$ cat src/rtl/backoff_prng_pkg.sv
// Package backoff_prng_pkg
// Purpose : shared width and the feedback function used by the generator.
// Assumes : the tap mask selects a maximal-length XNOR set for the width.
package backoff_prng_pkg;

    localparam int unsigned PRNG_W = 8;

    typedef logic [PRNG_W-1:0] prng_word_t;

    // Compute the XNOR feedback bit of the masked state bits.
    function automatic logic xnor_feedback(input logic [PRNG_W-1:0] state,
                                           input logic [PRNG_W-1:0] mask);
        logic acc;
        acc = 1'b0;
        for (int i = 0; i < PRNG_W; i++) begin
            if (mask[i]) acc = acc ^ state[i];
        end
        return ~acc;
    endfunction

endpackage

$ cat src/rtl/prng_shift_core.sv
// Module prng_shift_core
// Purpose : holds the generator state, steps it with XNOR feedback,
//           and accepts software loads with priority over a step.
// Assumes : all ones is the sole self-mapping state, so a written
//           all-ones value is held without any extra logic.
module prng_shift_core
    import backoff_prng_pkg::*;
#(
    parameter logic [PRNG_W-1:0] TAP_MASK = 8'hB8
) (
    input  logic              clk,
    input  logic              rst_n,
    input  logic              step_en,
    input  logic              load_en,
    input  logic [PRNG_W-1:0] load_val,
    output logic [PRNG_W-1:0] state_q
);

    localparam logic [PRNG_W-1:0] ALL_ONES = '1;

    logic              fb_bit;
    logic [PRNG_W-1:0] shifted;

    // Form the stepped value from the present state.
    always_comb begin
        fb_bit  = xnor_feedback(state_q, TAP_MASK);
        shifted = {state_q[PRNG_W-2:0], fb_bit};
    end

    // State register: reset, then load, then step, then hold.
    always_ff @(posedge clk) begin
        if (!rst_n)       state_q <= '0;
        else if (load_en) state_q <= load_val;
        else if (step_en) state_q <= shifted;
    end

    a_r1_reset_zero: assert property (@(posedge clk)
        !rst_n |=> state_q == '0);

    a_r3_idle_hold: assert property (@(posedge clk) disable iff (!rst_n)
        (!step_en && !load_en) |=> $stable(state_q));

    a_r5_frozen_ones: assert property (@(posedge clk) disable iff (!rst_n)
        (state_q == ALL_ONES && !load_en) |=> state_q == ALL_ONES);

    a_r6_write_wins: assert property (@(posedge clk) disable iff (!rst_n)
        load_en |=> state_q == $past(load_val));

endmodule

$ cat src/rtl/seed_latch.sv
// Module seed_latch
// Purpose : keeps a copy of the generator value taken on a capture strobe.
// Assumes : the source value is the registered state before the edge.
module seed_latch
    import backoff_prng_pkg::*;
(
    input  logic              clk,
    input  logic              rst_n,
    input  logic              cap_en,
    input  logic [PRNG_W-1:0] src,
    output logic [PRNG_W-1:0] seed_q
);

    // Seed register: take the source on a strobe, hold it otherwise.
    always_ff @(posedge clk) begin
        if (!rst_n)      seed_q <= '0;
        else if (cap_en) seed_q <= src;
    end

    a_r7_capture: assert property (@(posedge clk) disable iff (!rst_n)
        cap_en |=> seed_q == $past(src));

    a_r7_hold: assert property (@(posedge clk) disable iff (!rst_n)
        !cap_en |=> $stable(seed_q));

endmodule

$ cat src/rtl/backoff_prng.sv
// Module backoff_prng
// Purpose : top of the backoff number generator. It joins the stepping
//           core and the seed capture register.
// Assumes : writes and captures are single-cycle strobes in the clk domain.
module backoff_prng
    import backoff_prng_pkg::*;
#(
    parameter logic [PRNG_W-1:0] TAP_MASK = 8'hB8
) (
    input  logic              clk,
    input  logic              rst_n,
    input  logic              tick_en,
    input  logic              wr_en,
    input  logic [PRNG_W-1:0] wr_data,
    input  logic              seed_cap,
    output logic [PRNG_W-1:0] rd_data,
    output logic [PRNG_W-1:0] seed_out
);

    logic [PRNG_W-1:0] live_val;

    prng_shift_core #(.TAP_MASK(TAP_MASK)) u_core (
        .clk      (clk),
        .rst_n    (rst_n),
        .step_en  (tick_en),
        .load_en  (wr_en),
        .load_val (wr_data),
        .state_q  (live_val)
    );

    seed_latch u_seed (
        .clk    (clk),
        .rst_n  (rst_n),
        .cap_en (seed_cap),
        .src    (live_val),
        .seed_q (seed_out)
    );

    // Drive the read port from the live state.
    always_comb rd_data = live_val;

endmodule

$ cat config.mk
export PLATFORM = sky130hd
export DESIGN_NAME = backoff_prng
export DESIGN_NICKNAME = d
export VERILOG_FILES = /design/src/rtl/backoff_prng_pkg.sv /design/src/rtl/prng_shift_core.sv /design/src/rtl/seed_latch.sv /design/src/rtl/backoff_prng.sv
export SDC_FILE = /design/constraint.sdc
export NUM_CORES = 1
export LEC_CHECK = 0
export BUFFER_PORTS_ARGS = -buffer_cell sky130_fd_sc_hd__buf_2
export CAP_MARGIN = 20
export CORE_ASPECT_RATIO = 0.6
export CORE_UTILIZATION = 25
export CTS_CLUSTER_SIZE = 14
export DETAILED_ROUTE_END_ITERATION = 8
export SYNTH_ARGS = -nofsm -noshare
export SYNTH_HDL_FRONTEND = slang
export SYNTH_SLANG_ARGS = --single-unit
$ cat constraint.sdc
create_clock -name clk -period 1.1 [get_ports clk]
set_clock_uncertainty 0.2 [all_clocks]
set_input_delay 0.11 -clock clk [delete_from_list [all_inputs] [get_ports clk]]
set_output_delay 0.11 -clock clk [all_outputs]
set_load 0.05 [all_outputs]
# Word-level counts from Yosys, hierarchy flattened
# Cells that the tools add are included.
# classes
muxes,2
n_bitwise,4
n_reduce_logical,1
# op_table
operator,count
2-to-1 mux 8 bit,2
XOR 1 bit,3
nonzero test 2 bit,1
inverter 1 bit,1
# word_totals
ff_bits,16
out_inout_bits,16

# Logic depth before layout (Yosys ltp)
# Gate-level depths: netlist of the first run.
# depth
word_depth,6
mapped_depth,4
ltp_nobuf,3

# By module
# A second synthesis of the first run with hierarchy kept.
# hier_totals
cells_unflattened,70
area_unflattened_um2,714.4
# by_module_without_submodules
mod,instances,cells_per_inst,area_per_inst_um2
prng_shift_core,1,45,412.9
seed_latch,1,25,301.5

# Least setup slack after synthesis of the first run
# No wires, ideal clock.
# synth_timing
path_kind,register -> register
from,register u_core.state_q[3]
to,register u_core.state_q[0]
setup_time_ns,0.121
arrival_time_ns,1.076
path_slack_ns,-0.297
stages_incl_launch_ff,4
n_path_buf,0
period_less_slack_ns,1.397
path_cell_list,dfxtp_1 xor2_1 xnor2_1 o21ai_1
# synth_via
elab_chain_len,6
# synth_lines
item,line,text
from (decl),prng_shift_core.sv:16,output logic [PRNG_W-1:0] state_q
from (signal assigned),prng_shift_core.sv:33,else if (load_en) state_q <= load_val;
from (signal assigned),prng_shift_core.sv:34,else if (step_en) state_q <= shifted;
XOR 1 bit (3 in series),backoff_prng_pkg.sv:16,if (mask[i]) acc = acc ^ state[i];
inverter 1 bit,backoff_prng_pkg.sv:18,return ~acc;
2-to-1 mux 8 bit,prng_shift_core.sv:34,
2-to-1 mux 8 bit,prng_shift_core.sv:33,
# No other way between the ends. The select of a mux whose other input is x is not followed.
# A chain may end at the register's enable or synchronous reset.

# Final worst setup path of the first run
# layout_timing
from,register u_core.state_q[3]
to,output rd_data[3]
# layout_lines
item,line,text
to (decl),backoff_prng.sv:16,"output logic [PRNG_W-1:0] rd_data,"
# No word-level cell between the ends.

==> results of run 1 <==
-- power by group through the flow --
| stage | logic [mW] | registers, mW | clock network [mW] |
|---|---|---|---|
| global placement | 0.264 | 0.650 | 0 |
| finish | 0.331 | 0.642 | 0.453 |
| detailed placement | 0.266 | 0.652 | 0 |
| global route | 0.350 | 0.647 | 0.490 |
| CTS | 0.320 | 0.644 | 0.468 |
| floorplan | 0.100 | 0.748 | 0 |
-- sequential cells by signal, summed over array words and instances, names as in the netlist --
name / flops
u_seed.seed_q: 8
u_core.state_q: 8
-- worst min-delay path: stages --
cell and delay [ps]:
buf_2 130, a31oi_1 90, o21ai_1 60
-- cells in the mapped netlist, drive strengths merged --
cell,count
buf,3
xnor2,2
mux2i,15
a31oi,1
nor4bb,1
clkbuf,1
nand2,7
o21ai,8
dfxtp,16
nand3b,1
nor2b,8
and2,7
xor2,1
-- layer usage --
metal	vias to the layer above	wire [um]	track usage, %
met5	-	0	0
met4	0	8	3.60
met3	2	110	5.12
met2	20	663	16.0
met1	286	897	17.0
li1	309	-	-
-- final cells by class --
| cell class | instances | area, sq um |
|---|---|---|
| clock buffers | 4 | 45.0 |
| repair buffers | 36 | 327 |
| flip-flops and latches | 16 | 358 |
| multi-input cells | 51 | 368 |
| fillers | 252 | 1460 |
| well taps | 32 | 40.0 |
-- worst max path at each step --
stage	end	depth (start not counted)	slack, ps
after detailed placement	u_core.state_q[4]$_SDFFE_PN0P_	4	-20
final	rd_data[3]	1	-7
after floorplan	u_core.state_q[0]$_SDFFE_PN0P_	3	-110
after global placement	u_core.state_q[2]$_SDFFE_PN0P_	4	10
after global routing	u_core.state_q[0]$_SDFFE_PN0P_	3	-30
after CTS	rd_data[4]	1	-5
-- cells in the final DEF, fill, tap and decap left out, drive strengths merged --
cell type    count
buf             28
dfxtp           16
mux2i           15
nor2b            8
dlygate4sd3      8
o21ai            8
nand2            7
and2             7
clkbuf           4
xnor2            2
xor2             1
nand3b           1
nor4bb           1
a31oi            1
-- cell families after synthesis --
family | count (synthesis) | synth area share, %
AND/OR/NAND/NOR | 24 | 19.3
multiplexers | 15 | 21.1
flip-flops | 16 | 45.0
buffers and inverters | 4 | 4.39
AO/OA/AOI/OAI | 9 | 6.50
XOR/XNOR | 3 | 3.69
-- what timing repair did --
| item | CTS | global route |
|---|---|---|
| buffers inserted | 0 | 0 |
| resized for setup | 29 | 14 |
| hold buffers | 7 | 1 |
| pin swaps | 3 | 8 |
| setup endpoints to repair | 16 | 16 |
| hold endpoints to repair | 10 | 3 |
-- metrics by stage --
stage | setup slack, ps | TNS (ps) | cells | total power, mW
floorplan | -110 | -110 | 71 | 0.848
detailed placement | -18.4 | -66.3 | 128 | 0.918
global route | -29.9 | -99.0 | 139 | 1.49
global placement | 10.9 | 0 | 128 | 0.914
finish | -6.88 | -6.88 | 139 | 1.43
CTS | -5.30 | -8.75 | 139 | 1.43
==> flow_summary.ini, run 1 <==
[worst_setup_path]
timing.rr.end = u_core.state_q[0]$_SDFFE_PN0P_
end_kind = output pin
critPathLaunch = u_core.state_q[3]$_SDFFE_PN0P_
critical_path_class = flop to output pin
critical-path-top-delay-family = flip-flops
worstReg2RegStart = u_core.state_q[3]$_SDFFE_PN0P_
crit_chain = buf_8
crit_path_max_incr_delay_ps = 390
cp.arrival_ps = 800
cp_slowest_cell = dfxtp_4
cp-start-kind = flop
required_ps = 790
cp_max_fo = 5
critPathBufInv = 1
ff2ff_path_depth = 3
r2r_slack_ps = 30

[layout]
fin_nets = 121
areaGrowthSynthToFinish_pct = 59.8
antenna_cells = 0
drive_gt1_share_pct = 44.9
final_cell_area_sq_um = 1140
utilization_pct = 43.9

[global_route]
grtUsageTotal_pct = 11.9
overflow = 0
grt_pass1_wl_um = 2690
grt_pass1_vias = 574
antenna_found_initial = 0
grt_max_degree = 18

[clock_tree]
clock_latency_ps = 250
numCtsBuffers = 3
clock_sinks = 16
clk_pin_slew_ps = 70
clockBufferDepth = 2
cts_tree = done
htreeDepth = 1
clock-root-buffer = clkbuf_8

[route]
first_pass_iters = 6
vias_per_cell = 4.44
wire_per_inst_um = 12.1
wl_um = 1680
drc = 0
drt-initial-drc-count = 15
via_count = 617
ant_nets = 0

[placed_design]
gp_congestion = 0.668
dp_hpwl_um = 1210
io_buffer_count = 28
post_dp_cell_area_sq_um = 896

[floorplanning]
fp.dieH_um = 43.3
core_sq_um = 2590
ios = 29
dieArea_sq_um = 3070
num_rows = 14
initial_core_util_pct = 27.5
dieWidth_um = 70.9

[timing]
fmax_ghz = 0.903
slew_viol_final = 0
fin_crit_sh_pct = 101
slew_headroom_pct = 81.6
setup_viol = 1
final.setup.worst_slack_ps = -6.88
max_slew.worst_pin.slew_ps = 276
period_minus_slack_ps = 1110
rsz0062_at_grt = true
hold_ws_ps = -22.1
final_hold_viol_count = 1

[power]
p_sw_mw = 0.411
ir_drop_uv = 491
p_sw_share_pct = 28.9
leakage_nw = 0.500
power.share.sequential_pct = 45.1
power.density_nw_per_um2 = 1250
p_int_mw = 1.01
clock_power_share_pct = 31.7
pwr-share-comb_pct = 23.2

[synth]
syn_area_per_cell_sq_um = 10.0
netlist_area_sq_um = 712
netlist_instances = 71
yosys.area.top_type = dfxtp_1
yosysTopAreaCellShare_pct = 45.0
ys_types = 15
ys_ff_latch = 16
seq_area_frac_synth_pct = 45.0
syn_nets = 84
synth.area.top_cells = dfxtp_1 (45%), mux2i_1 (21%), nor2b_1 (7.0%)
yosys_warnings = 0

[run]
cap_viol_max_count = 0

[worst_hold_path]
whs_path_depth = 3
worst_hold_path_type = primary input to flop
worst_hold_startpoint = rst_n
hold_end = u_core.state_q[0]$_SDFFE_PN0P_

[run_status]
violations = hold timing, setup timing
outcome = finished, violations left
Note: power is estimated with default switching activity, not from simulation.
==> inputs of run 2 (changes only) <==
SYNTH_HIERARCHICAL = 1   (was unset)
==> flow_summary.ini, run 2 <==
[placed_design]
gp_congestion = 0.706
dp_cells = 129
io_buffer_count = 28
dp_hpwl_um = 1200

[timing]
fmax_ghz = 0.906
rsz0062_at_grt = true
period_minus_slack_ps = 1100
setup_viol = 3
slew_viol_final = 0
finalSetupTns_ps = -5.49
max_slew.worst_pin.slew_ps = 257
slew_headroom_pct = 82.9
fin_crit_sh_pct = 100
final_hold_viol_count = 0
final.setup.worst_slack_ps = -3.20

[clock_tree]
clk_pin_slew_ps = 70
htreeDepth = 1
numCtsBuffers = 3
clockBufferDepth = 2
clock_sinks = 16
cts_tree = done
clock_latency_ps = 250
clock-root-buffer = clkbuf_8

[floorplanning]
dieArea_sq_um = 3080
initial_core_util_pct = 27.4
core_sq_um = 2610
num_rows = 14
dieWidth_um = 71.0
ios = 29
fp.dieH_um = 43.4

[synth]
yosysTopAreaCellShare_pct = 44.8
syn_nets = 83
synth_edf_count = 0
yosys_warnings = 6
synthFlopType = dfxtp_1
yosys.area.top_type = dfxtp_1
syn_area_per_cell_sq_um = 10.2
synthArstFlopShare_pct = 0
ys_ff_latch = 16
synth_common_cells = dfxtp_1 (16), mux2i_1 (15), nor2b_1 (8)
ys_types = 13
synth.area.top_cells = dfxtp_1 (45%), mux2i_1 (21%), nor2b_1 (7.0%)
seq_area_frac_synth_pct = 44.8
synth.most_common_cell = dfxtp_1
netlist_area_sq_um = 714
netlist_instances = 70

[route]
ant_nets = 0
wl_um = 1730
first_pass_iters = 6
vias_per_cell = 4.39
drc = 2
drt-initial-drc-count = 33
wire_per_inst_um = 12.3
via_count = 614

[worst_hold_path]
worst_hold_path_type = primary input to flop

[global_route]
grtUsageTotal_pct = 12.6
grt_max_degree = 18
grt_pass1_vias = 612
overflow = 0
grt_pass1_wl_um = 2880
antenna_found_initial = 0

[worst_setup_path]
cp-start-kind = flop
cp_max_fo = 5
required_ps = 790
end_kind = output pin
critical_path_class = flop to output pin
crit_path_max_incr_delay_ps = 390
critPathBufInv = 1
critical-path-top-delay-family = flip-flops
cp_slowest_cell = dfxtp_4
crit_chain = buf_8
cp.arrival_ps = 790

[power]
leakage_nw = 0.528
power.share.sequential_pct = 44.8
power.density_nw_per_um2 = 1230
p_int_mw = 1.02
ir_drop_uv = 694
pwr-share-comb_pct = 23.7
p_sw_share_pct = 28.8
clock_power_share_pct = 31.5
p_sw_mw = 0.415

[layout]
fin_nets = 122
reg_top3 = u_core/state_q (8), u_seed/seed_q (8)
antenna_cells = 0
final_common_cell = mux2i_1
layout_common_cells = mux2i_1 (15), buf_2 (10)
drive_gt1_share_pct = 45.4
areaGrowthSynthToFinish_pct = 64.1
instances_no_fill = 140

[run]
cap_viol_max_count = 0

[run_status]
outcome = finished, violations left
violations = DRC, setup timing
-- run 2: cell count changes after synthesis --
cell / change
buf_2: -1
buf_6: +1
clkbuf_1: -1
o21ai_0: -1
o21ai_1: +1
-- run 2: power groups by stage --
stage               clock network, mW  logic [mW]  registers, mW
CTS                             0.472       0.331          0.646
detailed placement                  0       0.269          0.653
global placement                    0       0.266          0.651
global route                    0.507       0.366          0.650
floorplan                           0       0.100          0.748
finish                          0.453       0.341          0.644
-- run 2: layer usage --
layer  vias up  share of wire (%)  global-route usage, %
li1        313                  -                      -
met1       280                 52                   17.7
met2        21                 41                   18.8
met3         0                7.2                   5.81
met4         0                  0                      0
met5         -                  0                      0
-- run 2: area by class of cell --
type | count | area, sq um
Sequential cell | 16 | 360
Timing Repair Buffer | 37 | 352
Multi-Input combinational cell | 51 | 375
Tap cell | 32 | 40.0
Fill cell | 266 | 1440
Clock buffer | 4 | 45.0
-- run 2: logic make-up (layout without fill, tap and decap cells) --
logic type,Yosys count,in the layout,share of synthesized area (%)
simple gates,24,24,19.3
flops,16,16,44.8
mux,15,15,21.0
compound gates,9,9,6.48
xor+xnor,3,3,3.68
buf+inv,3,41,4.73
-- run 2: path summary, 6_finish.rpt --
path                                                     start                             end  slack [ps]  cells after the start
worst max-delay path            u_core/state_q[5]$_SDFFE_PN0P_                      rd_data[5]          -3                      1
worst min-delay path                                   tick_en  u_core/state_q[0]$_SDFFE_PN0P_          60                      3
worst max register to register  u_core/state_q[3]$_SDFFE_PN0P_  u_core/state_q[0]$_SDFFE_PN0P_          10                      3
worst min register to register   u_seed/seed_q[1]$_SDFFE_PN0P_   u_seed/seed_q[1]$_SDFFE_PN0P_         310                      2
-- run 2: metrics by stage --
| stage | power (mW) | hold slack (ps) | setup slack [ps] | utilization, % | area (sq um) |
|---|---|---|---|---|---|
| 2_1_floorplan | 0.848 | 30.9 | -109 | - | 742 |
| 3_3_place_gp | 0.916 | 162 | -0.236 | 34.6 | 903 |
| 3_5_place_dp | 0.922 | 168 | -8.93 | 34.6 | 903 |
| 4_1_cts | 1.45 | 44.3 | -9.81 | 43.4 | 1130 |
| 5_1_grt | 1.52 | 81.7 | -29.9 | 44.9 | 1170 |
| 6_report | 1.44 | 55.1 | -3.20 | 44.9 | 1170 |
-- run 2: repair_timing --
action,4_1_cts,5_1_grt
hold buffers,9,0
buffers inserted,0,0
pin swaps,0,8
endpoints found under the hold margin,8,0
gates resized for setup,30,18
setup endpoints to repair,17,19
